**src/rtl/slowcal_pkg.sv**
```systemverilog
package slowcal_pkg;

    localparam int NSRC = 3;

    typedef enum logic [1:0] {
        SRC_MUXED  = 2'd0,
        SRC_XTAL32 = 2'd1,
        SRC_RC256  = 2'd2
    } src_sel_e;

    typedef enum logic [1:0] {
        ST_IDLE  = 2'd0,
        ST_ARM   = 2'd1,
        ST_COUNT = 2'd2
    } cal_state_e;

    typedef struct packed {
        logic [1:0] sel;
        logic       cycling;
        logic       start;
    } cal_cfg_t;

    // Unused select code 3 folds onto the muxed slow clock.
    function automatic src_sel_e decode_sel(input logic [1:0] code);
        src_sel_e s;
        case (code)
            2'd1:    s = SRC_XTAL32;
            2'd2:    s = SRC_RC256;
            default: s = SRC_MUXED;
        endcase
        return s;
    endfunction

endpackage

```
**src/rtl/slowcal_sync.sv**
```systemverilog
module slowcal_sync #(
    parameter int NSRC   = 3,
    parameter int STAGES = 2
) (
    input  logic            clk,
    input  logic            rst,
    input  logic [NSRC-1:0] slow_i,
    output logic [NSRC-1:0] rise_o
);
    localparam int DEPTH = STAGES + 1;

    for (genvar i = 0; i < NSRC; i++) begin : g_src
        logic [DEPTH-1:0] pipe;

        always_ff @(posedge clk) begin
            if (rst) pipe <= '0;
            else     pipe <= {pipe[DEPTH-2:0], slow_i[i]};
        end

        assign rise_o[i] = pipe[DEPTH-2] & ~pipe[DEPTH-1];

        p_rise_single_r2: assert property (@(posedge clk) disable iff (rst)
            rise_o[i] |=> !rise_o[i]);
    end

endmodule

```
**src/rtl/slowcal_cfg.sv**
```systemverilog
module slowcal_cfg
    import slowcal_pkg::*;
#(
    parameter int LIM_W     = 15,
    parameter int RST_LIMIT = 1
) (
    input  logic             clk,
    input  logic             rst,
    input  logic             we_i,
    input  logic [1:0]       sel_i,
    input  logic [LIM_W-1:0] limit_i,
    input  logic             cycling_i,
    input  logic             start_i,
    output cal_cfg_t         cfg_o,
    output logic [LIM_W-1:0] limit_o,
    output logic             start_pulse_o
);
    cal_cfg_t         cfg_q;
    logic [LIM_W-1:0] limit_q;

    assign start_pulse_o = we_i & start_i & ~cfg_q.start;
    assign cfg_o         = cfg_q;
    assign limit_o       = limit_q;

    always_ff @(posedge clk) begin
        if (rst) begin
            cfg_q   <= '{sel: 2'd0, cycling: 1'b1, start: 1'b0};
            limit_q <= LIM_W'(RST_LIMIT);
        end else if (we_i) begin
            cfg_q   <= '{sel: sel_i, cycling: cycling_i, start: start_i};
            limit_q <= limit_i;
        end
    end

    p_start_edge_r4: assert property (@(posedge clk) disable iff (rst)
        start_pulse_o |=> cfg_q.start);

endmodule

```
**src/rtl/slowcal_core.sv**
```systemverilog
module slowcal_core
    import slowcal_pkg::*;
#(
    parameter int CNT_W = 25,
    parameter int LIM_W = 15
) (
    input  logic             clk,
    input  logic             rst,
    input  logic             edge_i,
    input  cal_cfg_t         cfg_i,
    input  logic [LIM_W-1:0] limit_i,
    input  logic             start_pulse_i,
    input  logic             rdy_clr_i,
    output logic             ready_o,
    output logic [CNT_W-1:0] result_o
);
    cal_state_e       state;
    logic             once;
    logic [CNT_W-1:0] cnt;
    logic [LIM_W-1:0] nedge;
    logic [CNT_W-1:0] cnt_inc;
    logic             keep_running;
    logic             last_edge;

    assign cnt_inc      = (cnt == '1) ? cnt : cnt + 1'b1;
    assign keep_running = once | cfg_i.cycling;
    assign last_edge    = (nedge + LIM_W'(1)) == limit_i;

    always_ff @(posedge clk) begin
        if (rst) begin
            state    <= ST_IDLE;
            once     <= 1'b0;
            cnt      <= '0;
            nedge    <= '0;
            ready_o  <= 1'b0;
            result_o <= '0;
        end else begin
            if (rdy_clr_i) ready_o <= 1'b0;
            if (start_pulse_i) begin
                state   <= ST_ARM;
                once    <= 1'b1;
                ready_o <= 1'b0;
            end else begin
                case (state)
                    ST_IDLE: begin
                        if (cfg_i.cycling) begin
                            state <= ST_ARM;
                            once  <= 1'b0;
                        end
                    end
                    ST_ARM: begin
                        if (!keep_running) begin
                            state <= ST_IDLE;
                        end else if (edge_i) begin
                            if (limit_i == '0) begin
                                result_o <= '0;
                                if (once) begin
                                    ready_o <= 1'b1;
                                    state   <= ST_IDLE;
                                    once    <= 1'b0;
                                end
                            end else begin
                                cnt   <= CNT_W'(1);
                                nedge <= '0;
                                state <= ST_COUNT;
                            end
                        end
                    end
                    ST_COUNT: begin
                        if (!keep_running) begin
                            state <= ST_IDLE;
                        end else begin
                            cnt <= cnt_inc;
                            if (edge_i) begin
                                if (last_edge) begin
                                    result_o <= cnt;
                                    if (once) begin
                                        ready_o <= 1'b1;
                                        state   <= ST_IDLE;
                                        once    <= 1'b0;
                                    end else begin
                                        cnt   <= CNT_W'(1);
                                        nedge <= '0;
                                    end
                                end else begin
                                    nedge <= nedge + LIM_W'(1);
                                end
                            end
                        end
                    end
                    default: state <= ST_IDLE;
                endcase
            end
        end
    end

    p_start_clears_r5: assert property (@(posedge clk) disable iff (rst)
        start_pulse_i |=> !ready_o);

    p_ready_on_edge_r5: assert property (@(posedge clk) disable iff (rst)
        $rose(ready_o) |-> $past(edge_i));

    p_rdy_clr_r6: assert property (@(posedge clk) disable iff (rst)
        (rdy_clr_i && !start_pulse_i && state == ST_IDLE) |=> !ready_o);

    p_result_on_edge_r8: assert property (@(posedge clk) disable iff (rst)
        !$stable(result_o) |-> $past(edge_i));

    p_no_overflow_r9: assert property (@(posedge clk) disable iff (rst)
        (state == ST_COUNT && cnt == '1 && !edge_i && !start_pulse_i && keep_running)
        |=> cnt == '1);

endmodule

```
**src/rtl/slowcal_top.sv**
```systemverilog
module slowcal_top
    import slowcal_pkg::*;
#(
    parameter int CNT_W     = 25,
    parameter int LIM_W     = 15,
    parameter int SYNC_STG  = 2,
    parameter int RST_LIMIT = 1
) (
    input  logic             clk,
    input  logic             rst,
    input  logic             cfg_we_i,
    input  logic [1:0]       cfg_sel_i,
    input  logic [LIM_W-1:0] cfg_limit_i,
    input  logic             cfg_cycling_i,
    input  logic             cfg_start_i,
    input  logic             rdy_clr_i,
    input  logic [2:0]       slow_src_i,
    output logic             ready_o,
    output logic [CNT_W-1:0] result_o
);
    logic [NSRC-1:0]  rise;
    logic             edge_sel;
    cal_cfg_t         cfg;
    logic [LIM_W-1:0] limit;
    logic             start_pulse;

    slowcal_sync #(.NSRC(NSRC), .STAGES(SYNC_STG)) u_sync (
        .clk    (clk),
        .rst    (rst),
        .slow_i (slow_src_i),
        .rise_o (rise)
    );

    slowcal_cfg #(.LIM_W(LIM_W), .RST_LIMIT(RST_LIMIT)) u_cfg (
        .clk           (clk),
        .rst           (rst),
        .we_i          (cfg_we_i),
        .sel_i         (cfg_sel_i),
        .limit_i       (cfg_limit_i),
        .cycling_i     (cfg_cycling_i),
        .start_i       (cfg_start_i),
        .cfg_o         (cfg),
        .limit_o       (limit),
        .start_pulse_o (start_pulse)
    );

    always_comb begin
        case (decode_sel(cfg.sel))
            SRC_XTAL32: edge_sel = rise[1];
            SRC_RC256:  edge_sel = rise[2];
            default:    edge_sel = rise[0];
        endcase
    end

    slowcal_core #(.CNT_W(CNT_W), .LIM_W(LIM_W)) u_core (
        .clk           (clk),
        .rst           (rst),
        .edge_i        (edge_sel),
        .cfg_i         (cfg),
        .limit_i       (limit),
        .start_pulse_i (start_pulse),
        .rdy_clr_i     (rdy_clr_i),
        .ready_o       (ready_o),
        .result_o      (result_o)
    );

endmodule

```
**config.mk**
```make
export PLATFORM = sky130hd
export DESIGN_NAME = slowcal_top
export DESIGN_NICKNAME = d
export VERILOG_FILES = /design/src/rtl/slowcal_pkg.sv /design/src/rtl/slowcal_sync.sv /design/src/rtl/slowcal_cfg.sv /design/src/rtl/slowcal_core.sv /design/src/rtl/slowcal_top.sv
export SDC_FILE = /design/constraint.sdc
export NUM_CORES = 1
export LEC_CHECK = 0
export BUFFER_PORTS_ARGS = -buffer_cell sky130_fd_sc_hd__buf_2
export CAP_MARGIN = 40
export CORE_MARGIN = 3
export CORE_UTILIZATION = 60
export CTS_CLUSTER_SIZE = 24
export DETAILED_ROUTE_END_ITERATION = 10
export PLACE_DENSITY_LB_ADDON = 0.15
export SLEW_MARGIN = 30
export SYNTH_ARGS = -nofsm -noshare
export SYNTH_HDL_FRONTEND = slang
export SYNTH_SLANG_ARGS = --single-unit
```
**constraint.sdc**
```tcl
create_clock -name clk -period 4.74 [get_ports clk]
set_input_delay 0.237 -clock clk [delete_from_list [all_inputs] [get_ports clk]]
set_output_delay 0.237 -clock clk [all_outputs]
set_load 0.05 [all_outputs]
```
## Word level (Yosys, flattened, before mapping)

Index checks and enable logic that the tools add are counted.

- Bits in registers: 97
- Latch bits: 0
- Memory bits (writable): 0
- Memory bits (read-only): 0
- Input port bits: 26
- Output and inout port bits: 26
- Logic and storage cells: 122
- Memories: 0

- Add/sub/neg operators: 2
- Multiply operators: 0
- Div/mod/pow operators: 0
- Order comparisons: 0
- Equality and inequality tests: 30
- Shifts and indexed selects: 0
- Muxes and demuxes: 54
- Bitwise gates (word level): 11
- Reductions and logical operators: 11

Operator list:

| cell | count |
|---|---|
| 25-bit two-way mux | 14 |
| 15-bit two-way mux | 7 |
| 25-bit case mux with 2 select lines | 2 |
| 15-bit case mux with 2 select lines | 1 |
| 25-bit by 1-bit adder with 25-bit output, second input constant | 1 |
| 25-bit == test, second input constant | 1 |
| 8-bit AND reduction | 3 |
| 3-bit != test, second input constant | 7 |
| 1-bit two-way mux | 17 |
| 2-bit two-way mux | 8 |
| 15-bit by 1-bit adder with 15-bit output, second input constant | 1 |
| 15-bit == test | 1 |
| 15-bit zero test | 1 |
| 3-bit by 2-bit != test with 1-bit output, second input constant | 4 |
| 4-bit != test, second input constant | 3 |
| 2-bit by 1-bit != test with 1-bit output, second input constant | 4 |
| 2-bit != test, second input constant | 4 |
| 4-bit AND reduction | 2 |
| 2-bit by 1-bit == test with 1-bit output, second input constant | 3 |
| 2-bit == test, second input constant | 3 |
| 2-bit case mux with 3 select lines | 1 |
| 6-bit AND reduction | 1 |
| 1-bit AND | 5 |
| 1-bit inverter | 5 |
| other kinds (8) | 9 |

## Depth between registers and ports, before layout

- Depth after elaboration: 8
- Mapped depth: 12
- Mapped depth without buffers: 10

## Modules after synthesis

From an unflattened synthesis, not the netlist that was laid out.

- Cell total of the unflattened synthesis: 525
- Area total of the unflattened synthesis: 4719.5 µm²

Modules (own cells, without submodules):

| module | instances | cells each | area each (µm²) | sequential area each (µm²) |
|---|---|---|---|---|
| slowcal_core | 1 | 435 | 3729.8 | 1381.3 |
| slowcal_cfg | 1 | 62 | 685.7 | 380.4 |
| slowcal_sync | 1 | 21 | 255.2 | 180.2 |
| slowcal_top | 1 | 7 | 48.8 | 0.0 |

## Worst setup path before layout

Ideal clock, no wire load.

- Kind: register to register
- Start point: register u_core.nedge[0]
- End point: register u_core.cnt[17]
- Setup time: 115 ps
- Arrival: 2582 ps
- Data required time: 4625 ps
- Setup slack: 2043 ps
- Stages on the path, launching flop included: 11
- Path buffers: 1
- Clock period less this slack: 2697 ps
- Cells stage by stage: dfxtp_1 > ha_1 > nand3_2 > nor4_4 > xnor2_1 > o2111ai_2 > or4_1 > o21ai_2 > a21o_1 > buf_4 > nor2_1

- Longest elaborated chain between the ends: 6

Ends and longest elaborated chain:

| item | RTL line | RTL |
|---|---|---|
| from (decl) | slowcal_core.sv:20 | `logic [LIM_W-1:0] nedge;` |
| from (signal assigned) | slowcal_core.sv:86 | `nedge <= nedge + LIM_W'(1);` |
| 15-bit by 1-bit adder with 15-bit output | slowcal_core.sv:27 | `assign last_edge = (nedge + LIM_W'(1)) == limit_i;` |
| 15-bit == test | slowcal_core.sv:27 |  |
| 25-bit two-way mux | slowcal_core.sv:75 | `if (last_edge) begin` |
| 25-bit two-way mux | slowcal_core.sv:74 | `if (edge_i) begin` |
| 25-bit two-way mux | slowcal_core.sv:70 | `if (!keep_running) begin` |
| 25-bit case mux with 2 select lines | slowcal_core.sv:44 | `case (state)` |
| to (signal assigned) | slowcal_core.sv:73 | `cnt <= cnt_inc;` |
| to (decl) | slowcal_core.sv:19 | `logic [CNT_W-1:0] cnt;` |

No other way between the ends. The select of a mux whose other input is x is not followed.
A chain may end at the register's enable or synchronous reset.

## Worst setup path after layout

- Start point: register u_core.nedge[0]
- End point: register u_core.cnt[23]

Same word-level chain as after synthesis.

==> metrics <==
status completed; fraction of the cycle the final worst path needs 71.8%; maximum number of pins on one net before global-route repair 67; count of buffers from port buffering 51; dominant combinational cell family by area after synthesis simple AND/OR/NAND/NOR gates; number of remaining DRC errors 0; Sum Neg Setup Slack 0 ps; cell type contributing the most total cell area after synthesis sky130_fd_sc_hd__dfxtp_1; power density over cell area 304 nW/um^2; overall routed net length 11,000 um; top-area cell type share of the netlist area 39.1%; most instantiated library cell after synthesis sky130_fd_sc_hd__dfxtp_1; number of violations of the max-capacitance limit 0; cells on worst reg2reg path 9; Final Max Slew Viols 0; portion of netlist area occupied by mux cells 3.83%; final instance count without filler cells 717; Net count, final 645; EDFF count, synth 0; detail-routed net length per standard cell 15.3 um; router iterations before antenna repair 5; endpoints failing hold 0; endpoint of the worst register-to-register path u_core.cnt[23]; number of H-tree levels 3; number of antenna violations at the first check in global routing 0; Final setup viols 0; Clock Latency Late Sink 370 ps; vias in the first global route 3,970; post-synthesis share of cell area spent on full adders, half adders and majority gates 2.01%; Post-Route Skew 8.46 ps; ys async rst share 0%; gpl congestion 0.939; most used flip-flop cell after synthesis sky130_fd_sc_hd__dfxtp_1; worst-case headroom to the max-slew limit 51.0%; die height 97.0 um; fraction of layout cells with a size suffix above 1 14.3%; number of instances resized during post-cts repair 0; number of distinct library cell variants in the gate-level netlist after synthesis 72; Avg Synthesized Cell Area 8.55 sq um; TritonCTS clock tree built; overall fraction of global-route tracks in use 24.4%; switching part of the total power 28.5%; Yosys warning count 0; final critical delay including setup and external delays 3400 ps; critical path required time 4970 ps; Clock Tree Root sky130_fd_sc_hd__clkbuf_8; XOR/XNOR share of the synthesized area 6.52%; highest ir drop seen on vdd 0.000183 V; Total Power 1640 uW; share of power burned in the clock network 33.0%; setup repair after global routing missed its margin false; width of the die 97.0 um; placed wire-length estimate after detailed placement 7610 um; cell count after synthesis 581; number of DRC markers after the initial detailed-route iteration 342; via count 4,233; Post-Synthesis Cell Area 4970 sq um; Compound-Gate Fraction of Synth Area 13.7%; share of the yosys chip area belonging to registers 39.1%; startpoint of the worst setup timing path u_core.nedge[0]; class of the most critical setup path register to register; cell count after placement 701; area fraction in and, or, nand and nor cells after synthesis 29.9%; Diodes inserted 0; I/O Pins 52; slew of the pin with the lowest slew margin 735 ps; leading cell types by total area after synthesis sky130_fd_sc_hd__dfxtp_1, sky130_fd_sc_hd__nor2_1, sky130_fd_sc_hd__nand2b_1; Static Leak 0.00205 uW; number of buffers created by CTS 9; worst min path class input port to register; nature of the critical path startpoint register; source of the worst hold timing path cfg_cycling_i; hold buffers post-CTS 0; arrival time reported for the critical path endpoint 3630 ps; initial core utilization 63.0%; first-pass GRT wire length 19,400 um; source of the worst register-to-register timing path u_core.nedge[0]; worst reg-to-reg setup slack 1340 ps; total number of clock tree sinks 97; layout overhead on the synthesized area 8.64%; mean number of vias per cell 5.90; Fill cells 674; clk slew on worst S/H paths 90 ps; top cell types by occurrence after synthesis sky130_fd_sc_hd__dfxtp_1, sky130_fd_sc_hd__nor2_1, sky130_fd_sc_hd__nand3_1; sequential group share of total power 52.1%; top achievable clock speed 0.294 GHz; worst hold endpoint u_cfg.cfg_o[1]; post-CTS setup-driven buffer insertion count 0; number of buffers on the longest clock path 2; total internal power 1170 uW; overflow left after global routing 0; flip-flop and latch count after synthesis 97; worst-path maximum fanout 23; DRT antenna net count 0; Row Count 32; share of total power in combinational logic 14.9%; power dissipated by switching net loads 469 uW; crit path capture type register; full die area 9410 sq um; area of the core 7890 sq um; net count after synthesis 615; number of cells on the worst hold path 2
[worst max-delay path: stages, from the launching register on]
cell and delay, ps:
sky130_fd_sc_hd__dfxtp_1 460, sky130_fd_sc_hd__ha_1 340, sky130_fd_sc_hd__nand3_2 220, sky130_fd_sc_hd__nor4_4 370, sky130_fd_sc_hd__xnor2_1 180, sky130_fd_sc_hd__o2111ai_2 210, sky130_fd_sc_hd__or4_1 470, sky130_fd_sc_hd__o21ai_2 240
sky130_fd_sc_hd__a21o_1 640, sky130_fd_sc_hd__nor2_1 120
[layout by cell type, fill, tap and decap left out, types with 4 or more instances in the layout]
master                     Yosys  routed
sky130_fd_sc_hd__nand3_1      41      41
sky130_fd_sc_hd__buf_4         2       4
sky130_fd_sc_hd__nand4_1      11      11
sky130_fd_sc_hd__nor2_1       61      61
sky130_fd_sc_hd__ha_1          8       8
sky130_fd_sc_hd__nand2_1      36      36
sky130_fd_sc_hd__clkbuf_8      0       9
sky130_fd_sc_hd__nor4_1        9       9
sky130_fd_sc_hd__or3_1         5       5
sky130_fd_sc_hd__o21ai_0      20      20
sky130_fd_sc_hd__nor2b_1      14      14
sky130_fd_sc_hd__a21oi_1      34      34
sky130_fd_sc_hd__inv_1        19      19
sky130_fd_sc_hd__a31oi_1       6       6
sky130_fd_sc_hd__mux2i_1      19      19
sky130_fd_sc_hd__nor3_1       14      14
sky130_fd_sc_hd__nand2b_1     35      35
sky130_fd_sc_hd__xor2_1       15      15
sky130_fd_sc_hd__dfxtp_1      97      97
sky130_fd_sc_hd__xnor2_1      22      22
sky130_fd_sc_hd__buf_2        14      51
sky130_fd_sc_hd__and4_1        7       7
sky130_fd_sc_hd__and3_1        6       6
[how the worst max path moves through the flow]
| stage | end | depth (start not counted) | slack (ps) |
|---|---|---|---|
| finish | u_core.cnt[23] | 9 | 1340 |
| global route | u_core.cnt[23] | 9 | 1060 |
| CTS | u_core.cnt[23] | 9 | 1350 |
| detailed placement | u_core.cnt[23] | 9 | 1360 |
| floorplan | u_core.cnt[17] | 10 | 2040 |
| global placement | u_core.cnt[21] | 9 | 1560 |
[power groups by stage]
stage / Clock [uW] / Combinational, uW / Sequential (uW)
4_1_cts: 551 / 241 / 856
3_5_place_dp: 0 / 238 / 875
3_3_place_gp: 0 / 232 / 874
2_1_floorplan: 0 / 194 / 867
6_report: 543 / 245 / 856
5_1_grt: 583 / 274 / 859
[sequential cells by signal, indices dropped and copies added, names as in the netlist]
register / cells
u_cfg.cfg_o: 4
u_cfg.limit_o: 15
u_core.cnt: 25
u_core.nedge: 15
u_core.once: 1
u_core.ready_o: 1
u_core.result_o: 25
u_core.state: 2
u_sync.g_src.pipe: 9
[through the flow]
stage | cell area (sq um) | setup WS, ps | hold WS, ps | utilization, %
global route | 5400 | 1060 | 67.7 | 68.4
floorplan | 4970 | 2040 | 355 | -
global placement | 5200 | 1560 | 417 | 65.9
CTS | 5390 | 1350 | 51.1 | 68.4
finish | 5400 | 1340 | 66.9 | 68.4
detailed placement | 5200 | 1360 | 421 | 65.9
[per-layer routing]
layer	vias up	part of all wire, %	GRT usage [%]
li1	2105	-	-
met1	1978	47	34.3
met2	133	46	37.3
met3	17	5.8	5.19
met4	0	1.6	7.88
met5	-	0	0
[layout make-up]
class	instances	area, sq um	share of cell area [%]
multi-input combinational	429	2780	51.5
sequential	97	1940	36.0
timing repair buffer	55	285	5.28
clock buffer	10	128	2.36
tap	102	128	2.36
inverter	19	71.3	1.32
clock inverter	5	63.8	1.18
[kinds of logic (layout without fill, tap and decap cells)]
logic type               count (synthesis)  count (layout)
flip-flops                              97              97
buffers and inverters                   55              89
adder cells (fa/ha/maj)                  8               8
XOR/XNOR                                37              37
AO/OA/AOI/OAI                          100             100
AND/OR/NAND/NOR                        265             265
multiplexers                            19              19
Note: power is estimated with default switching activity, not from simulation.
